**src/rtl/pfc_pkg.sv**
```systemverilog
package pfc_pkg;
  // Strobes from trigger control to the pause datapath
  typedef struct packed {
    logic threshFire;
    logic retxFire;
    logic extFire;
  } pfcStrobes_t;
endpackage

```
**src/rtl/pfc_trigger_ctl.sv**
```systemverilog
module pfc_trigger_ctl
  import pfc_pkg::*;
#(
  parameter int FILL_W = 13,
  parameter int IVL_W  = 16
) (
  input  logic              clk,
  input  logic              rstN,
  input  logic [FILL_W-1:0] fillLevel,
  input  logic [FILL_W-1:0] fillThresh,
  input  logic [IVL_W-1:0]  retxInterval,
  input  logic              cfgThreshEn,
  input  logic              cfgRetxEn,
  input  logic              cfgExtEn,
  input  logic              extPauseReq,
  output pfcStrobes_t       strobes
);
  localparam int CNT_W = IVL_W + 1;

  logic             aboveNow;
  logic             aboveQ;
  logic             extQ;
  logic             retxActive;
  logic [IVL_W-1:0] retxCnt;
  logic [CNT_W-1:0] cntNext;
  logic             intervalDone;

  always_comb begin
    aboveNow     = fillLevel > fillThresh;
    cntNext      = {1'b0, retxCnt} + CNT_W'(1);
    intervalDone = retxActive && aboveNow && (retxInterval != '0) &&
                   (cntNext >= {1'b0, retxInterval});
    strobes.threshFire = cfgThreshEn && aboveNow && !aboveQ;
    strobes.retxFire   = cfgThreshEn && cfgRetxEn && intervalDone;
    strobes.extFire    = cfgExtEn && extPauseReq && !extQ;
  end

  always_ff @(posedge clk) begin
    if (!rstN) begin
      aboveQ     <= 1'b0;
      extQ       <= 1'b0;
      retxActive <= 1'b0;
      retxCnt    <= '0;
    end else begin
      aboveQ <= aboveNow;
      extQ   <= extPauseReq;
      if (!aboveNow) begin
        retxActive <= 1'b0;
        retxCnt    <= '0;
      end else if (strobes.threshFire) begin
        retxActive <= 1'b1;
        retxCnt    <= '0;
      end else if (retxActive) begin
        retxCnt <= intervalDone ? '0 : cntNext[IVL_W-1:0];
      end
    end
  end
endmodule

```
**src/rtl/pfc_pause_dp.sv**
```systemverilog
module pfc_pause_dp
  import pfc_pkg::*;
#(
  parameter int QUANTA_W = 16
) (
  input  logic                clk,
  input  logic                rstN,
  input  pfcStrobes_t         strobes,
  input  logic                rxPauseValid,
  input  logic [QUANTA_W-1:0] rxPauseQuanta,
  input  logic                quantaTick,
  input  logic [QUANTA_W-1:0] cfgSendQuanta,
  output logic                txHold,
  output logic                pauseSendReq,
  output logic [QUANTA_W-1:0] pauseSendQuanta
);
  logic [QUANTA_W-1:0] pauseCount;
  logic                anyFire;

  assign anyFire = strobes.threshFire | strobes.retxFire | strobes.extFire;
  assign txHold  = pauseCount != '0;

  // Receive-side countdown: a fresh load wins over a tick
  always_ff @(posedge clk) begin
    if (!rstN) begin
      pauseCount <= '0;
    end else if (rxPauseValid) begin
      pauseCount <= rxPauseQuanta;
    end else if (quantaTick && txHold) begin
      pauseCount <= pauseCount - QUANTA_W'(1);
    end
  end

  // Transmit-side request register
  always_ff @(posedge clk) begin
    if (!rstN) begin
      pauseSendReq    <= 1'b0;
      pauseSendQuanta <= '0;
    end else begin
      pauseSendReq <= anyFire;
      if (anyFire) pauseSendQuanta <= cfgSendQuanta;
    end
  end
endmodule

```
**src/rtl/pause_flow_ctrl.sv**
```systemverilog
module pause_flow_ctrl
  import pfc_pkg::*;
#(
  parameter int QUANTA_W = 16,
  parameter int FILL_W   = 13,
  parameter int IVL_W    = 16
) (
  input  logic                clk,
  input  logic                rstN,
  input  logic                rxPauseValid,
  input  logic [QUANTA_W-1:0] rxPauseQuanta,
  input  logic                quantaTick,
  input  logic [FILL_W-1:0]   fillLevel,
  input  logic [FILL_W-1:0]   fillThresh,
  input  logic [IVL_W-1:0]    retxInterval,
  input  logic                cfgThreshEn,
  input  logic                cfgRetxEn,
  input  logic                cfgExtEn,
  input  logic                extPauseReq,
  input  logic [QUANTA_W-1:0] cfgSendQuanta,
  output logic                txHold,
  output logic                pauseSendReq,
  output logic [QUANTA_W-1:0] pauseSendQuanta
);
  pfcStrobes_t strobes;

  pfc_trigger_ctl #(.FILL_W(FILL_W), .IVL_W(IVL_W)) ctl_i (
    .clk(clk), .rstN(rstN), .fillLevel(fillLevel), .fillThresh(fillThresh),
    .retxInterval(retxInterval), .cfgThreshEn(cfgThreshEn),
    .cfgRetxEn(cfgRetxEn), .cfgExtEn(cfgExtEn), .extPauseReq(extPauseReq),
    .strobes(strobes)
  );

  pfc_pause_dp #(.QUANTA_W(QUANTA_W)) dp_i (
    .clk(clk), .rstN(rstN), .strobes(strobes), .rxPauseValid(rxPauseValid),
    .rxPauseQuanta(rxPauseQuanta), .quantaTick(quantaTick),
    .cfgSendQuanta(cfgSendQuanta), .txHold(txHold),
    .pauseSendReq(pauseSendReq), .pauseSendQuanta(pauseSendQuanta)
  );
endmodule

```
**config.mk**
```make
export PLATFORM = sky130hd
export DESIGN_NAME = pause_flow_ctrl
export DESIGN_NICKNAME = d
export VERILOG_FILES = /design/src/rtl/pfc_pkg.sv /design/src/rtl/pfc_trigger_ctl.sv /design/src/rtl/pfc_pause_dp.sv /design/src/rtl/pause_flow_ctrl.sv
export SDC_FILE = /design/constraint.sdc
export NUM_CORES = 1
export LEC_CHECK = 0
export BUFFER_PORTS_ARGS = -buffer_cell sky130_fd_sc_hd__buf_2
export CAP_MARGIN = 5
export CORE_MARGIN = 3
export CORE_UTILIZATION = 30
export CTS_CLUSTER_SIZE = 8
export DETAILED_ROUTE_END_ITERATION = 10
export PLACE_DENSITY_LB_ADDON = 0.12
export SYNTH_ARGS = -nofsm -noshare
export SYNTH_HDL_FRONTEND = slang
export SYNTH_SLANG_ARGS = --single-unit
```
**constraint.sdc**
```tcl
create_clock -name clk -period 3.26 [get_ports clk]
set_clock_uncertainty 0.05 [all_clocks]
set_input_delay 0.326 -clock clk [delete_from_list [all_inputs] [get_ports clk]]
set_output_delay 0.326 -clock clk [all_outputs]
set_load 0.05 [all_outputs]
```
Word-level counts from Yosys, hierarchy flattened
Cells that the tools add are included.

storage, ports and cells
  flip-flop bits (word level) = 52
  latch bits = 0
  RAM bits = 0
  memory bits (read-only) = 0
  input bits = 82
  output and inout bits = 18
  logic and storage cells = 35
  memories = 0

operators by class
  add/subtract/negate cells = 2
  multiply operators = 0
  divide/modulo/power cells = 0
  $lt $le $gt $ge = 2
  eq/ne operators = 0
  shift-type cells = 0
  multiplexer cells = 3
  bitwise logic cells = 4
  reductions and logical operators = 17

operator list
  kind                                                number
  two-way mux 16 bit                                  3
  nonzero test 16 bit                                 2
  adder 16 x 1 -> 17 bit, second input constant       1
  greater-or-equal comparator 17 x 16 -> 1 bit        1
  subtractor 16 x 1 -> 16 bit, second input constant  1
  > comparator 13 bit                                 1
  logical AND 1 bit                                   10
  OR reduction 3 bit                                  1
  logical NOT 1 bit                                   2
  NOT 1 bit                                           2
  bitwise OR 1 bit                                    2
  AND reduction 2 bit                                 1
  nonzero test 2 bit                                  1

Logic depth before layout (Yosys ltp)
Gate-level depths: netlist (run 1).

  depth in word-level cells = 7
  depth in mapped cells = 14
  mapped depth without buffers = 12

Hierarchy
From an unflattened synthesis (run 1), not the netlist that was laid out.

unflattened totals
  cells, all modules = 433
  area, all modules = 3394.5 um2

modules (own cells, without submodules)
  module           times used  cells each  area each (um2)  sequential area each (um2)
  pfc_trigger_ctl  1           242         1794.2           380.4
  pfc_pause_dp     1           191         1600.3           660.6

Worst setup path before layout (run 1)
OpenSTA, ideal clock, no wires.

  path kind = register -> register
  start point = reg ctl_i.retxCnt[0]
  end point = reg dp_i.pauseSendQuanta[10]
  setup time = 0.072 ns
  arrival time = 3.097 ns
  data required time = 3.138 ns
  slack = 0.041 ns
  stages on the path, launching flop included = 15
  path buffers = 2
  clock period less this slack = 3.219 ns
  path through = dfxtp_1 -> ha_1 -> nand3_1 -> nor4_4 -> nand2_1 -> xnor2_1 -> ha_1 -> a21o_1 -> a221o_1 -> a211o_4 -> a31oi_1 -> o22a_2 -> buf_6 -> buf_12 -> mux2i_1

on the way
  longest elaborated chain between the ends = 6

ends and longest elaborated chain
  what                                          RTL line               RTL
  from (decl)                                   pfc_trigger_ctl.sv:24  logic [IVL_W-1:0] retxCnt;
  from (signal assigned)                        pfc_trigger_ctl.sv:54  retxCnt <= intervalDone ? '0 : cntNext[IVL_W-1:0];
  adder 16 x 1 -> 17 bit                        pfc_trigger_ctl.sv:30  cntNext = {1'b0, retxCnt} + CNT_W'(1);
  greater-or-equal comparator 17 x 16 -> 1 bit  pfc_trigger_ctl.sv:32  (cntNext >= {1'b0, retxInterval});
  logical AND 1 bit                             pfc_trigger_ctl.sv:31  intervalDone = retxActive && aboveNow && (retxInterval != '0) &&
  logical AND 1 bit                             pfc_trigger_ctl.sv:34  strobes.retxFire = cfgThreshEn && cfgRetxEn && intervalDone;
  bitwise OR 1 bit (2 in series)                pfc_pause_dp.sv:20     assign anyFire = strobes.threshFire | strobes.retxFire | strobes.extFire;
  to (signal assigned)                          pfc_pause_dp.sv:41     if (anyFire) pauseSendQuanta <= cfgSendQuanta;
  to (decl)                                     pfc_pause_dp.sv:15     output logic [QUANTA_W-1:0] pauseSendQuanta

Every way passes these cells.
A chain may end at the register's enable or synchronous reset.

Worst setup path in the final report (run 1)
  start point = reg ctl_i.retxCnt[0]
  end point = reg dp_i.pauseSendQuanta[2]

The elaborated chain is that of the path after synthesis.

==> metrics.md, run 1 <==
| Metric | Value |
|---|---|
| Status | `finished, final reports clean` |
| Clk sinks | `52` |
| Commonest non-fill, non-tap cell in the layout | `buf_2` |
| Mapped Cells | `a little over 400` |
| Syn nets | `525` |
| Net count reported at finish | `632` |
| FFs w/ async S/R, synth | `0%` |
| Achievable Freq | `317 MHz` |
| Static leakage | `2.08 nW` |
| Detailed Route WL | `8830 um` |
| Die Wd | `112 um` |
| TritonCTS clock tree | `yes` |
| Crit path to | `dp_i.pauseSendQuanta[2]` |
| Max Cap Violations | `0` |
| Kind of cell adding the most delay to the critical path | `compound AO/OA/AOI/OAI gates` |
| Worst Setup Start Kind | `register` |
| Layout cells sized above 1 | `29.8%` |
| Crit share post-route | `between 90% and 100%` |
| Worst slew margin | `39.8%` |
| Final Hold Fails | `0` |
| First-pass GRT wire length | `14,500 um` |
| Fin Setup TNS | `0 ns` |
| Clock Tree Root | `clkbuf_8` |
| Avg WL per Cell | `13.5 um` |
| Vias/cell | `4.80` |
| Worst path slowest cell | `dfxtp_4` |
| Initial DRC count | `76` |
| # hold bufs at CTS | `0` |
| Clock transition at path regs | `0.11 ns` |
| Die area | `12,400 um2` |
| Mean Syn Cell Area | `8.11 um2` |
| R2r setup slk | `around 0.11 ns` |
| Final Critical Period | `roughly 3.2 ns` |
| First-pass iteration count of the detailed router | `4` |
| Yosys cell types | `48` |
| CP Depth | `13` |
| Largest net degree at the start of global routing | `52` |
| Core region area | `between 10,000 and 15,000 um2` |
| VDD IR max | `196 uV` |
| Cell Pwr Density | `331 nW/um2` |
| GR Util All Layers | `between 10% and 20%` |
| Post-DP HPWL | `6560 um` |
| Initial Util | `31.7%` |
| Residual DRC | `0` |
| Worst path max stage delay | `between 0.3 and 0.4 ns` |
| Final setup fails | `0` |
| Post-synth top area share | `31.2%` |
| RR Endpoint | `dp_i.pauseSendQuanta[2]` |
| Buf/Inv on CP | `1` |
| Clock Latency Late Sink | `0.31 ns` |
| Clk buf depth | `2` |
| Area leader, netlist | `dfxtp_1` |
| Hold Crit Class | `in2reg` |
| CP max FO | `8` |
| EDFF count, synth | `0` |
| Warnings, synthesis | `0` |
| Final slew viol count | `0` |
| Worst Tran Pin Value | `0.892 ns` |
| CP required | `between 3 and 4 ns` |
| TritonCTS buffer count | `5` |
| Reg2reg start | `ctl_i.retxCnt[0]` |
| Setup CP Type | `reg2reg` |
| DIE HEIGHT | `approximately 110 um` |
| CP arrival | `3.34 ns` |
| # IOs | `100` |
| Clock H-tree levels | `2` |
| Top cells by area, synth | `dfxtp_1 31%, ha_1 12%, nand2_1 6.3%, a21oi_1 5.5%, mux2i_1 4.8%` |
| Overflow after GRT | `0` |
| Placer Congestion | `0.794` |
| Initial antenna violation count | `0` |
| IO Port Bufs | `99` |
| R2R depth | `13` |
| RSZ-0062 raised after global routing | `yes` |
| DRT antenna net count | `0` |
| Crit path from | `ctl_i.retxCnt[0]` |
| CP Capture Type | `register` |
| Post-synthesis register bit count | `52` |
| Final WS setup | `between 0.1 and 0.15 ns` |
| Core Rows | `37` |
| Layout area overhead | `29.4%` |
| Critical path cell sequence | `ha_4 -> and3_4 -> nand3_2 -> xnor2_2 -> ha_1 -> a211o_1 -> a21oi_2 -> o211ai_1 -> a211o_4 -> a31oi_4 -> o22a_2 -> clkbuf_16 -> mux2i_1` |
| Synth Flop Type | `dfxtp_1` |
| Vias | `between 3,000 and 4,000` |
| Antenna fix cells | `0` |
| Mapped Area | `3340 um2` |
| Placement Setup Slack | `-0.0325 ns` |
| Seq/Total Area, Yosys | `a little under a third` |
| Number of global-route vias before repair | `3,051` |
| Most frequent cells in the layout | `99 x buf_2, 56 x nand2_1, 47 x dfxtp_1` |
-- worst min path at each step --
stage                             start                       end  slack [ns]  cells after the start
2_1_floorplan               extPauseReq                ctl_i.extQ        0.40                      1
3_3_place_gp   dp_i.pauseSendQuanta[12]  dp_i.pauseSendQuanta[12]        0.39                      2
3_5_place_dp    dp_i.pauseSendQuanta[8]   dp_i.pauseSendQuanta[8]        0.41                      2
4_1_cts                     extPauseReq                ctl_i.extQ        0.17                      2
5_1_grt                     extPauseReq                ctl_i.extQ        0.16                      2
6_report                    extPauseReq                ctl_i.extQ        0.19                      2
-- cell families (layout without fill, tap and decap cells) --
family	Yosys count	count (layout)	share of synthesized area, %
buf+inv	58	166	7.57
compound gates	86	86	15.5
fa+ha+maj	31	31	11.6
mux	16	16	4.79
flops	52	52	31.2
simple gates	141	141	22.0
xor+xnor	28	28	7.34
-- cell type report --
| class | instances | area (um2) |
|---|---|---|
| inverter | 39 | 146 |
| sequential | 52 | 1050 |
| timing repair buffer | 119 | 706 |
| fill | 1115 | 6230 |
| clock inverter | 3 | 22.5 |
| clock buffer | 5 | 68.8 |
| tap | 136 | 170 |
| multi-input combinational | 302 | 2160 |
-- state kept, by name, indices dropped and copies added (netlist names) --
signal                flops
ctl_i.retxActive          1
dp_i.pauseCount          16
dp_i.pauseSendQuanta     16
dp_i.pauseSendReq         1
ctl_i.extQ                1
ctl_i.retxCnt            16
ctl_i.aboveQ              1
-- synth_stat cells (all sizes together) (2+ instances only) --
master and count:
a211o 2, a211oi 2, a21boi 2, a21o 3
a21oi 37, a31oi 4, a41oi 2, and2 2
and3 6, and4 2, buf 5, clkbuf 14
dfxtp 52, ha 31, inv 38, mux2i 16
nand2 56, nand2b 3, nand3 28, nand3b 3
nand4 7, nor2 15, nor2b 4, nor3 2
nor4 9, o211ai 4, o21a 2, o21ai 21
o31ai 3, xnor2 17, xor2 11
-- power by group --
part           internal (mW)  leakage (nW)  switching (mW)  total [mW]
Clock                  0.155        0.0485           0.231       0.386
Combinational          0.141          1.60           0.208       0.349
Sequential             0.670         0.430          0.0253       0.695
Total                  0.966          2.08           0.465        1.43
-- metal layers --
layer  track usage (%)  vias up  wire, um
met5                 0        -         0
met4              1.95        0        39
met3              3.59        5       536
met2              20.8       81      3900
met1              20.0     1424      4360
li1                  -     1638         -
-- through the flow --
stage	hold slack (ns)	std cells	area (um2)	power [mW]	utilization, %
after floorplan	0.403	412	3340	0.939	-
after global placement	0.392	642	4030	1.05	38.2
after detailed placement	0.406	642	4030	1.05	38.2
after CTS	0.167	650	4130	1.45	39.2
after global routing	0.162	656	4320	1.53	41.0
final	0.186	656	4320	1.43	41.0
-- repair_timing --
action | CTS | global route
setup buffers | 0 | 4
gates cloned | 0 | 2
resized for setup | 4 | 22
pin swaps | 0 | 14
endpoints found under the setup margin | 16 | 32
No activity file was read; power rests on OpenSTA's default activity.
==> run 2, diff against run 1 <==
PLACE_DENSITY_LB_ADDON = not set   (was 0.12)
clock period = 2.53 ns   (was 3.26 ns; I/O delays follow)
==> run 2 against run 1 <==
The flow now finishes with violations (setup timing). Die area is the same. Maximum frequency is 4.5% higher. Largest power group unchanged. Register-to-register slack worse by 0.59 ns.
==> metrics.md, run 2 (synthesis gave the netlist of run 1 again) <==
| Metric | Value |
|---|---|
| R2r setup slk | `-0.49 ns` |
| Worst Tran Pin Value | `0.810 ns` |
| IO Port Bufs | `a little under 100` |
| Clock transition at path regs | `0.10 ns` |
| Power, Total | `1.90 mW` |
| VDD IR max | `267 uV` |
| Clock H-tree levels | `2` |
| Clock Tree Root | `clkbuf_8` |
| Clk sinks | `52` |
| Final setup fails | `33` |
| Worst slew margin | `45.3%` |
| CP Capture Type | `register` |
| Kind of cell adding the most delay to the critical path | `compound AO/OA/AOI/OAI gates` |
| Final Critical Period | `just over 3 ns` |
| Detailed Route WL | `9000 um` |
| CP required | `about 2.7 ns` |
| Achievable Freq | `331 MHz` |
| Number of global-route vias before repair | `between 3,000 and 4,000` |
| Min Hold Slack | `~0.12 ns` |
| Initial Util | `a little under a third` |
| Setup CP Type | `reg2reg` |
| Overflow after GRT | `0` |
| Most frequent cells in the layout | `99 x buf_2, 55 x nand2_1, 51 x buf_4` |
| # hold bufs at CTS | `0` |
| DRT antenna net count | `0` |
| Core Rows | `37` |
| Crit path from | `ctl_i.retxCnt[0]` |
| Residual DRC | `0` |
| Min-delay src | `extPauseReq` |
| Layout area overhead | `43.3%` |
| Final slew viol count | `0` |
| TritonCTS buffer count | `5` |
| Initial antenna violation count | `0` |
| Hold Crit Class | `in2reg` |
| Initial DRC count | `100` |
| Status | `complete, but fails checks` |
| Worst path slowest cell | `dfxtp_4` |
| Vias | `3,348` |
| First-pass GRT wire length | `between 15,000 and 20,000 um` |
| Die Wd | `112 um` |
| Reg2reg start | `ctl_i.retxCnt[0]` |
| Largest net degree at the start of global routing | `43` |
| Antenna fix cells | `0` |
| Net count reported at finish | `669` |
| Final instance area | `4790 um2` |
| Placement Setup Slack | `-0.764 ns` |
| Failing checks | `setup timing` |
| DP Cell Count | `677` |
| Post-DP HPWL | `6940 um` |
| CP arrival | `3.21 ns` |
| CP max FO | `9` |
| Vias/cell | `4.83` |
| Worst path max stage delay | `0.38 ns` |
| Post-Layout Cell Count | `693` |
| DIE HEIGHT | `about 110 um` |
| Final WS setup | `-0.487 ns` |
| Placer Congestion | `about 0.87` |
| Static leakage | `2.28 nW` |
| GR Util All Layers | `14.1%` |
| Number of fill cells | `1,058` |
| Crit share post-route | `119%` |
| Cell Pwr Density | `a little under 400 nW/um2` |
| TritonCTS clock tree | `yes` |
| Max Cap Violations | `0` |
| Avg WL per Cell | `13.0 um` |
| Die area | `roughly 12,000 um2` |
| Largest regs | `ctl_i.retxCnt: 16 flops, dp_i.pauseCount: 16 flops, dp_i.pauseSendQuanta: 16 flops` |
| Critical path's most frequent cell | `ha_4` |
| Core Util, Final | `45.4%` |
| Commonest non-fill, non-tap cell in the layout | `buf_2` |
| Buf/Inv on CP | `1` |
| Worst Setup Start Kind | `register` |
| Clk buf depth | `2` |
| Critical path cell sequence | `ha_4 -> and3_4 -> nand3_4 -> xnor2_4 -> ha_4 -> a211o_1 -> a21oi_2 -> o211ai_1 -> a211o_4 -> a31oi_4 -> o22a_4 -> buf_12 -> mux2i_1` |
| Final Hold Fails | `0` |
| Core region area | `10,600 um2` |
| Placed cell areas | `4330 um2` |
| Layout cells sized above 1 | `39.9%` |
| # IOs | `100` |
| First-pass iteration count of the detailed router | `4` |
| Fin Setup TNS | `-14.06 ns` |
| Clock Latency Late Sink | `0.30 ns` |
| RSZ-0062 raised after global routing | `yes` |
==> run 2: cell types whose count changed in the layout (fill, tap and decap cells not counted), moves of 2 or more <==
cell and delta:
a21oi_1 -11, a21oi_2 +11, buf_4 +35, buf_6 +2, nand3_1 -11, nand3_2 +9
nand3_4 +2, o21ai_0 -3, o21ai_1 +3
==> run 2: power by group <==
group          internal [mW]  switching [mW]
Clock                  0.254           0.281
Combinational          0.193           0.273
Sequential             0.862          0.0335
Total                   1.31           0.588
==> run 2: metal layers <==
layer  track usage, %  share of wire, %
met1             18.7                46
met2             23.5                47
met3             3.04               6.1
met4             3.16               1.3
met5                0                 0
==> run 2: worst reg2reg max path, stage by stage (launching register included) <==
cell,delay (ns)
dfxtp_4,0.38
ha_4,0.17
and3_4,0.21
nand3_4,0.10
xnor2_4,0.20
ha_4,0.23
a211o_1,0.26
a21oi_2,0.16
o211ai_1,0.12
a211o_4,0.37
a31oi_4,0.16
o22a_4,0.20
buf_12,0.14
mux2i_1,0.19
==> run 2: final timing paths <==
| path | to | cells past startpoint |
|---|---|---|
| max | dp_i.pauseSendQuanta[12] | 13 |
| min | ctl_i.extQ | 2 |
| max reg2reg | dp_i.pauseSendQuanta[12] | 13 |
| min reg2reg | dp_i.pauseSendQuanta[4] | 2 |
==> run 2: layout make-up <==
type / instances / area [um2] / share of cell area [%]
inverters: 39 / 146 / 3.06
well taps: 136 / 170 / 3.55
flip-flops and latches: 52 / 1060 / 22.1
clock inverters: 2 / 12.5 / 0.261
repair buffers: 156 / 976 / 20.4
multi-input cells: 302 / 2330 / 48.7
clock buffers: 6 / 93.8 / 1.96
==> run 2: repair_timing <==
item	4_1_cts	5_1_grt
buffers inserted	4	4
gates resized for setup	35	26
pin swaps	25	13
cloned	0	0
endpoints found under the hold margin	0	0
setup endpoints to repair	33	35
